## src/rtl/fwcg_pkg.sv

```systemverilog
package fwcg_pkg;

  typedef enum logic [3:0] {
    ST_GUARD,
    ST_IDLE,
    ST_SETUP,
    ST_PULSE,
    ST_HOLD,
    ST_GAP,
    ST_REC,
    ST_READ,
    ST_RHIGH,
    ST_RESP
  } fwcg_state_e;

  // status word layout
  localparam int          STS_READY_BIT = 7;
  localparam logic [15:0] STS_ERR_MASK  = 16'h003A;

  function automatic int fwcg_max(input int a, input int b);
    return (a > b) ? a : b;
  endfunction

endpackage

```

## src/rtl/fwcg_timer.sv

```systemverilog
module fwcg_timer #(
  parameter int W       = 8,
  parameter int RST_VAL = 0
) (
  input  logic         clk,
  input  logic         rst_n,
  input  logic         load,
  input  logic [W-1:0] val,
  output logic         zero
);

  logic [W-1:0] cnt_q;

  always_ff @(posedge clk or negedge rst_n) begin
    if (!rst_n)           cnt_q <= W'(RST_VAL);
    else if (load)        cnt_q <= val;
    else if (cnt_q != '0) cnt_q <= cnt_q - 1'b1;
  end

  assign zero = (cnt_q == '0);

endmodule

```

## src/rtl/fwcg_poll.sv

```systemverilog
module fwcg_poll
  import fwcg_pkg::*;
#(
  parameter int DW        = 16,
  parameter int BLANK_CYC = 36,
  parameter int MAX_POLLS = 4096
) (
  input  logic          clk,
  input  logic          rst_n,
  input  logic          arm,
  input  logic          sample,
  input  logic [DW-1:0] word,
  output logic          fin,
  output logic          fin_to,
  output logic          fin_err
);

  localparam int BW = $clog2(BLANK_CYC + 1);
  localparam int NW = $clog2(MAX_POLLS + 1);

  logic          blank_zero;
  logic          accept, ready_now, to_now, err_now;
  logic          run_q, fin_q, to_q, err_q;
  logic [NW-1:0] npolls_q;

  fwcg_timer #(.W(BW), .RST_VAL(0)) u_blank (
    .clk  (clk),
    .rst_n(rst_n),
    .load (arm),
    .val  (BW'(BLANK_CYC)),
    .zero (blank_zero)
  );

  assign accept    = sample && blank_zero;
  assign err_now   = (word & DW'(STS_ERR_MASK)) != '0;
  assign ready_now = accept && word[STS_READY_BIT] && run_q;
  assign to_now    = accept && !ready_now && (npolls_q == NW'(MAX_POLLS - 1));

  always_ff @(posedge clk or negedge rst_n) begin
    if (!rst_n) begin
      run_q    <= 1'b0;
      fin_q    <= 1'b0;
      to_q     <= 1'b0;
      err_q    <= 1'b0;
      npolls_q <= '0;
    end else if (arm) begin
      run_q    <= 1'b0;
      fin_q    <= 1'b0;
      to_q     <= 1'b0;
      err_q    <= 1'b0;
      npolls_q <= '0;
    end else begin
      fin_q <= ready_now || to_now;
      if (accept) begin
        run_q    <= word[STS_READY_BIT];
        npolls_q <= npolls_q + 1'b1;
        err_q    <= err_now;
      end
      if (ready_now || to_now) to_q <= to_now;
    end
  end

  assign fin     = fin_q;
  assign fin_to  = to_q;
  assign fin_err = err_q;


  poll_bound_chk: assert property (@(posedge clk) disable iff (!rst_n)
    npolls_q <= NW'(MAX_POLLS));


  blank_ign_chk: assert property (@(posedge clk) disable iff (!rst_n)
    (sample && !blank_zero && !arm) |=> !fin_q);

endmodule

```

## src/rtl/flash_wr_seq.sv

```systemverilog
module flash_wr_seq
  import fwcg_pkg::*;
#(
  parameter int AW        = 22,
  parameter int DW        = 16,
  parameter int GUARD_CYC = 38,
  parameter int SETUP_CYC = 2,
  parameter int PULSE_CYC = 15,
  parameter int HOLD_CYC  = 1,
  parameter int GAP_CYC   = 8,
  parameter int REC_CYC   = 8,
  parameter int READ_CYC  = 23,
  parameter int BLANK_CYC = 36,
  parameter int MAX_POLLS = 4096
) (
  input  logic          clk,
  input  logic          rst_n,
  input  logic          req_valid,
  output logic          req_ready,
  input  logic [AW-1:0] req_addr,
  input  logic [DW-1:0] req_data,
  input  logic          req_last,
  input  logic          req_poll,
  output logic          rsp_valid,
  input  logic          rsp_ready,
  output logic          rsp_polled,
  output logic          rsp_timeout,
  output logic          rsp_error,
  output logic [AW-1:0] fl_addr,
  output logic [DW-1:0] fl_dq_out,
  output logic          fl_dq_oe,
  input  logic [DW-1:0] fl_dq_in,
  output logic          fl_ce_n,
  output logic          fl_we_n,
  output logic          fl_oe_n
);

  localparam int MAXC = fwcg_max(fwcg_max(fwcg_max(GUARD_CYC, SETUP_CYC),
                                          fwcg_max(PULSE_CYC, HOLD_CYC)),
                                 fwcg_max(fwcg_max(GAP_CYC, REC_CYC), READ_CYC));
  localparam int PW   = $clog2(MAXC + 1);

  fwcg_state_e   st_q, st_d;
  logic          ph_load, ph_zero, arm, smp, take;
  logic [PW-1:0] ph_val;
  logic [AW-1:0] addr_q;
  logic [DW-1:0] data_q;
  logic          last_q, poll_q;
  logic          we_n_q, ce_n_q, oe_n_q, dqoe_q;
  logic          fin, fin_to, fin_err;

  fwcg_timer #(.W(PW), .RST_VAL(GUARD_CYC - 1)) u_phase (
    .clk  (clk),
    .rst_n(rst_n),
    .load (ph_load),
    .val  (ph_val),
    .zero (ph_zero)
  );

  fwcg_poll #(.DW(DW), .BLANK_CYC(BLANK_CYC), .MAX_POLLS(MAX_POLLS)) u_poll (
    .clk    (clk),
    .rst_n  (rst_n),
    .arm    (arm),
    .sample (smp),
    .word   (fl_dq_in),
    .fin    (fin),
    .fin_to (fin_to),
    .fin_err(fin_err)
  );

  always_comb begin
    st_d    = st_q;
    ph_load = 1'b0;
    ph_val  = '0;
    arm     = 1'b0;
    smp     = 1'b0;
    take    = 1'b0;
    case (st_q)
      ST_GUARD: if (ph_zero) st_d = ST_IDLE;
      ST_IDLE: if (req_valid) begin
        take    = 1'b1;
        st_d    = ST_SETUP;
        ph_load = 1'b1;
        ph_val  = PW'(SETUP_CYC - 1);
      end
      ST_SETUP: if (ph_zero) begin
        st_d    = ST_PULSE;
        ph_load = 1'b1;
        ph_val  = PW'(PULSE_CYC - 1);
      end
      ST_PULSE: if (ph_zero) begin
        st_d    = ST_HOLD;
        ph_load = 1'b1;
        ph_val  = PW'(HOLD_CYC - 1);
        arm     = last_q;
      end
      ST_HOLD: if (ph_zero) begin
        st_d    = ST_GAP;
        ph_load = 1'b1;
        ph_val  = PW'(GAP_CYC - 1);
      end
      ST_GAP: if (ph_zero) begin
        if (!last_q) st_d = ST_IDLE;
        else if (poll_q) begin
          st_d    = ST_REC;
          ph_load = 1'b1;
          ph_val  = PW'(REC_CYC - 1);
        end else st_d = ST_RESP;
      end
      ST_REC: if (ph_zero) begin
        st_d    = ST_READ;
        ph_load = 1'b1;
        ph_val  = PW'(READ_CYC - 1);
      end
      ST_READ: if (ph_zero) begin
        smp  = 1'b1;
        st_d = ST_RHIGH;
      end
      ST_RHIGH: begin
        if (fin) st_d = ST_RESP;
        else begin
          st_d    = ST_READ;
          ph_load = 1'b1;
          ph_val  = PW'(READ_CYC - 1);
        end
      end
      ST_RESP: if (rsp_ready) st_d = ST_IDLE;
      default: st_d = ST_IDLE;
    endcase
  end

  always_ff @(posedge clk or negedge rst_n) begin
    if (!rst_n) begin
      st_q   <= ST_GUARD;
      addr_q <= '0;
      data_q <= '0;
      last_q <= 1'b0;
      poll_q <= 1'b0;
      we_n_q <= 1'b1;
      ce_n_q <= 1'b1;
      oe_n_q <= 1'b1;
      dqoe_q <= 1'b0;
    end else begin
      st_q <= st_d;
      if (take) begin
        addr_q <= req_addr;
        data_q <= req_data;
        last_q <= req_last;
        poll_q <= req_poll && req_last;
      end
      we_n_q <= (st_d != ST_PULSE);
      ce_n_q <= !(st_d inside {ST_SETUP, ST_PULSE, ST_HOLD, ST_READ});
      oe_n_q <= (st_d != ST_READ);
      dqoe_q <= (st_d inside {ST_PULSE, ST_HOLD});
    end
  end

  assign req_ready   = (st_q == ST_IDLE);
  assign rsp_valid   = (st_q == ST_RESP);
  assign rsp_polled  = poll_q;
  assign rsp_timeout = poll_q && fin_to;
  assign rsp_error   = poll_q && fin_err;
  assign fl_addr     = addr_q;
  assign fl_dq_out   = data_q;
  assign fl_dq_oe    = dqoe_q;
  assign fl_ce_n     = ce_n_q;
  assign fl_we_n     = we_n_q;
  assign fl_oe_n     = oe_n_q;


  we_ce_chk: assert property (@(posedge clk) disable iff (!rst_n)
    !fl_we_n |-> !fl_ce_n);


  pulse_stable_chk: assert property (@(posedge clk) disable iff (!rst_n)
    (!fl_we_n && $past(!fl_we_n)) |-> ($stable(fl_addr) && $stable(fl_dq_out)));


  bus_clash_chk: assert property (@(posedge clk) disable iff (!rst_n)
    fl_dq_oe |-> fl_oe_n);


  rsp_hold_chk: assert property (@(posedge clk) disable iff (!rst_n)
    (rsp_valid && !rsp_ready) |=> (rsp_valid && $stable(rsp_timeout)
                                   && $stable(rsp_error) && $stable(rsp_polled)));


  rsp_stall_chk: assert property (@(posedge clk) disable iff (!rst_n)
    rsp_valid |-> !req_ready);

endmodule

```

## config.mk

```make
export PLATFORM = sky130hd
export DESIGN_NAME = flash_wr_seq
export DESIGN_NICKNAME = d
export VERILOG_FILES = /design/src/rtl/fwcg_pkg.sv /design/src/rtl/fwcg_timer.sv /design/src/rtl/fwcg_poll.sv /design/src/rtl/flash_wr_seq.sv
export SDC_FILE = /design/constraint.sdc
export NUM_CORES = 1
export LEC_CHECK = 0
export BUFFER_PORTS_ARGS = -buffer_cell sky130_fd_sc_hd__buf_4
export CORE_ASPECT_RATIO = 1.25
export CORE_MARGIN = 5
export CORE_UTILIZATION = 52
export DETAILED_ROUTE_END_ITERATION = 12
export PLACE_DENSITY = 0.81
export SKIP_CTS_REPAIR_TIMING = 1
export SLEW_MARGIN = 20
export SYNTH_ARGS = -nofsm -noshare
export SYNTH_HDL_FRONTEND = slang
export SYNTH_HIERARCHICAL = 1
export SYNTH_SLANG_ARGS = --single-unit
```

## constraint.sdc

```tcl
create_clock -name clk -period 3.09 [get_ports clk]
set_clock_uncertainty 0.2 [all_clocks]
set_input_delay 0.1545 -clock clk [delete_from_list [all_inputs] [get_ports clk]]
set_output_delay 0.1545 -clock clk [all_outputs]
set_load 0.03 [all_outputs]
```

==> impl_metrics.toml <==
[global_routing]
grt_pass1_vias = 2940
antenna_found_initial = 0
grt.total_usage = 0.192
grt_first_pass_wirelength_mm = 13.9
grt_max_degree = 78
grt_overflow = 0

[sta]
rsz0062_at_grt = "false"
tns_ns = 0
drv_slew = 0
max_freq_mhz = 344
period_minus_slack_ns = 2.91
setup_violations = 0
hold_viol = 0
layout_setup_ws_ns = 0.184
finalCritPeriodShare = 0.940
worstMarginPinSlew_ns = 0.958
relSlewSlack = 0.361

[setup_path]
path_cells = "nor4_2, and2_4, nand2_1, nor3_1, nand3_1, nor4_1, mux2_2"
crit_fanout = 18
critPathLaunch = "u_phase/cnt_q[4]"
crit_slowest_cell = "dfrtp_1"
path_class = "flop to flop"
worstReg2RegEnd = "u_poll/npolls_q[11]"
worst-path-buf-inv = 0
slowest_delay_ns = 0.42
cp-start-kind = "flop"
cp-endpoint = "u_poll/npolls_q[11]"
cp.depth = 7
crit_path_end_kind = "flop"
cp.required_ns = 3.13
ff2ff_path_depth = 7
rrSetupSlack_ns = 0.18
cp_data_arrival_time_ns = 2.95
r2r-start = "u_phase/cnt_q[4]"
crit_family = "simple AND/OR/NAND/NOR gates"

[floorplanning]
coreArea_um2 = 7020
die_y_um = 105
start_util = 0.539
die_w_um = 86.3
design.portCount = 107
dieArea_um2 = 9090
rows = 34

[status]
status = "completed"

[cts]
cts_made_buffers = 9
clkSlewWorstSetupHoldPaths_ns = 0.08
cts_tree = "done"
cts_root_buf = "clkbuf_8"
cts_sinks = 77
insertion_delay_ns = 0.36
cts_buffer_depth = 2
htree_levels = 3

[logic_synthesis]
synth-edff-count = 0
yosysTopAreaCellShare = 0.470
synth-main-ff-cell = "dfrtp_1"
syn_area_um2 = 3780
synth.most_common_cell = "dfrtp_1"
yosysSeqAreaShare = 0.512
synth_seq_cells = 77
netlist_top_cells_area = "dfrtp_1 (47%), mux2_2 (12%), dfstp_2 (4.2%)"
yosysUniqueCellTypes = 61
synthTopCellsByCount = "dfrtp_1 (71), mux2_2 (41), nand2_1 (28), a21oi_1 (17), nor2_1 (15)"
syn_inst = 330
synthArstFlopShare = 1.00
avgSynthCellArea_um2 = 11.5
synth_warnings = 6
yosys.area.top_type = "dfrtp_1"

[drt]
drc = 0
avgRoutedWirePerCell_um = 17.6
firstDrtPassIters = 5
num_vias = 3131
wirelength_mm = 10.1
drt_iter0_drc = 174
drtAntennaViolNets = 0
vias_per_cell = 5.47

[finish]
n_antenna_cell = 0
area_delta_synth_final_pct = 39.9
drive_gt1_frac = 0.394
design_area_um2 = 5290
fill_cells = 451
nets = 542

[placed_design]
place.gp.congestion = 0.867
placed_area_um2 = 4610
pre_cts_slack_ns = 0.248
io_buffer_count = 95
hpwl_mm = 6.06

[flow_run]
drv_cap = 0

[power_and_ir_drop]
power.density_nw_per_um2 = 892
ir_worst_vdd_v = 0.000646
p_leak_nw = 2.44
power_mw = 4.72

[worst_hold_path]
hold_path_class = "input port to flop"
==> routing by layer <==
layer	routed length, µm	share of wire	track usage	vias to the layer above
li1	-	-	-	1478
met1	3620	0.36	0.228	1523
met2	5680	0.56	0.319	104
met3	444	0.044	0.0539	26
met4	347	0.034	0.0913	0
met5	0	0	0	-
==> flip-flops by register name, indices dropped and copies added (netlist names) <==
register	count
last_q	1
fl_oe_n	1
rsp_polled	1
u_poll/u_blank/cnt_q	6
fl_ce_n	1
u_poll/fin	1
st_q	4
u_phase/cnt_q	6
u_poll/run_q	1
u_poll/fin_to	1
u_poll/fin_err	1
fl_we_n	1
fl_dq_oe	1
fl_dq_out	16
u_poll/npolls_q	13
fl_addr	22
==> worst min-delay path by stage <==
stage	cells past startpoint	slack (ns)	end	start
5_1_grt	5	0.05	u_phase/cnt_q[0]	req_valid
3_5_place_dp	1	0.16	u_poll/npolls_q[4]	rst_n
4_1_cts	1	-0.22	fl_addr[10]	rst_n
2_1_floorplan	0	-0.34	fl_addr[0]	rst_n
6_report	5	0.03	u_phase/cnt_q[0]	req_valid
3_3_place_gp	1	0.16	u_poll/npolls_q[4]	rst_n
==> worst reg2reg max path, cell delays in order (launching register included) <==
cell and delay (ns):
dfrtp_1 0.42, nor4_2 0.40, and2_4 0.34, nand2_1 0.10
nor3_1 0.24, nand3_1 0.37, nor4_1 0.37, mux2_2 0.37
==> per-stage QoR <==
step                      cells   util  hold WS, ns
final                       572  0.753       0.0262
after global placement      510  0.657        0.160
after CTS                   526  0.688       -0.218
after detailed placement    510  0.657        0.164
after floorplan             334      -       -0.341
after global routing        572  0.753       0.0546
==> cell type report <==
type                    instances  area [µm²]  share of cell area
clock buffers                  10         128              0.0241
repair buffers                150        1250               0.237
flip-flops and latches         77        1930               0.366
clock inverters                 6        86.3              0.0163
multi-input cells             227        1730               0.327
well taps                      90         113              0.0213
inverters                      12        45.0             0.00852
==> layout by cell type (no fill, tap or decap), types with 9 or more instances in the layout <==
cell type	n
clkbuf_8	9
dfrtp_1	71
o31ai_1	11
buf_4	103
nor2_1	15
dlygate4sd3_1	46
mux2_2	41
inv_1	12
a21oi_1	17
nand2_1	28
==> where the power goes <==
part           internal (mW)  total, mW  switching, mW
sequential              1.39       1.67          0.282
clock                  0.455      0.841          0.386
combinational          0.967       2.20           1.24
==> kinds of logic after synthesis <==
family                   after synthesis  share of synthesized area
AO/OA/AOI/OAI                         57                      0.116
XOR/XNOR                              10                     0.0232
adder cells (fa/ha/maj)                5                     0.0165
buffers and inverters                 30                     0.0367
flip-flops                            77                      0.512
multiplexers                          44                      0.130
other                                  3                    0.00298
AND/OR/NAND/NOR                      104                      0.163
Power figures use the tool's default switching activity.
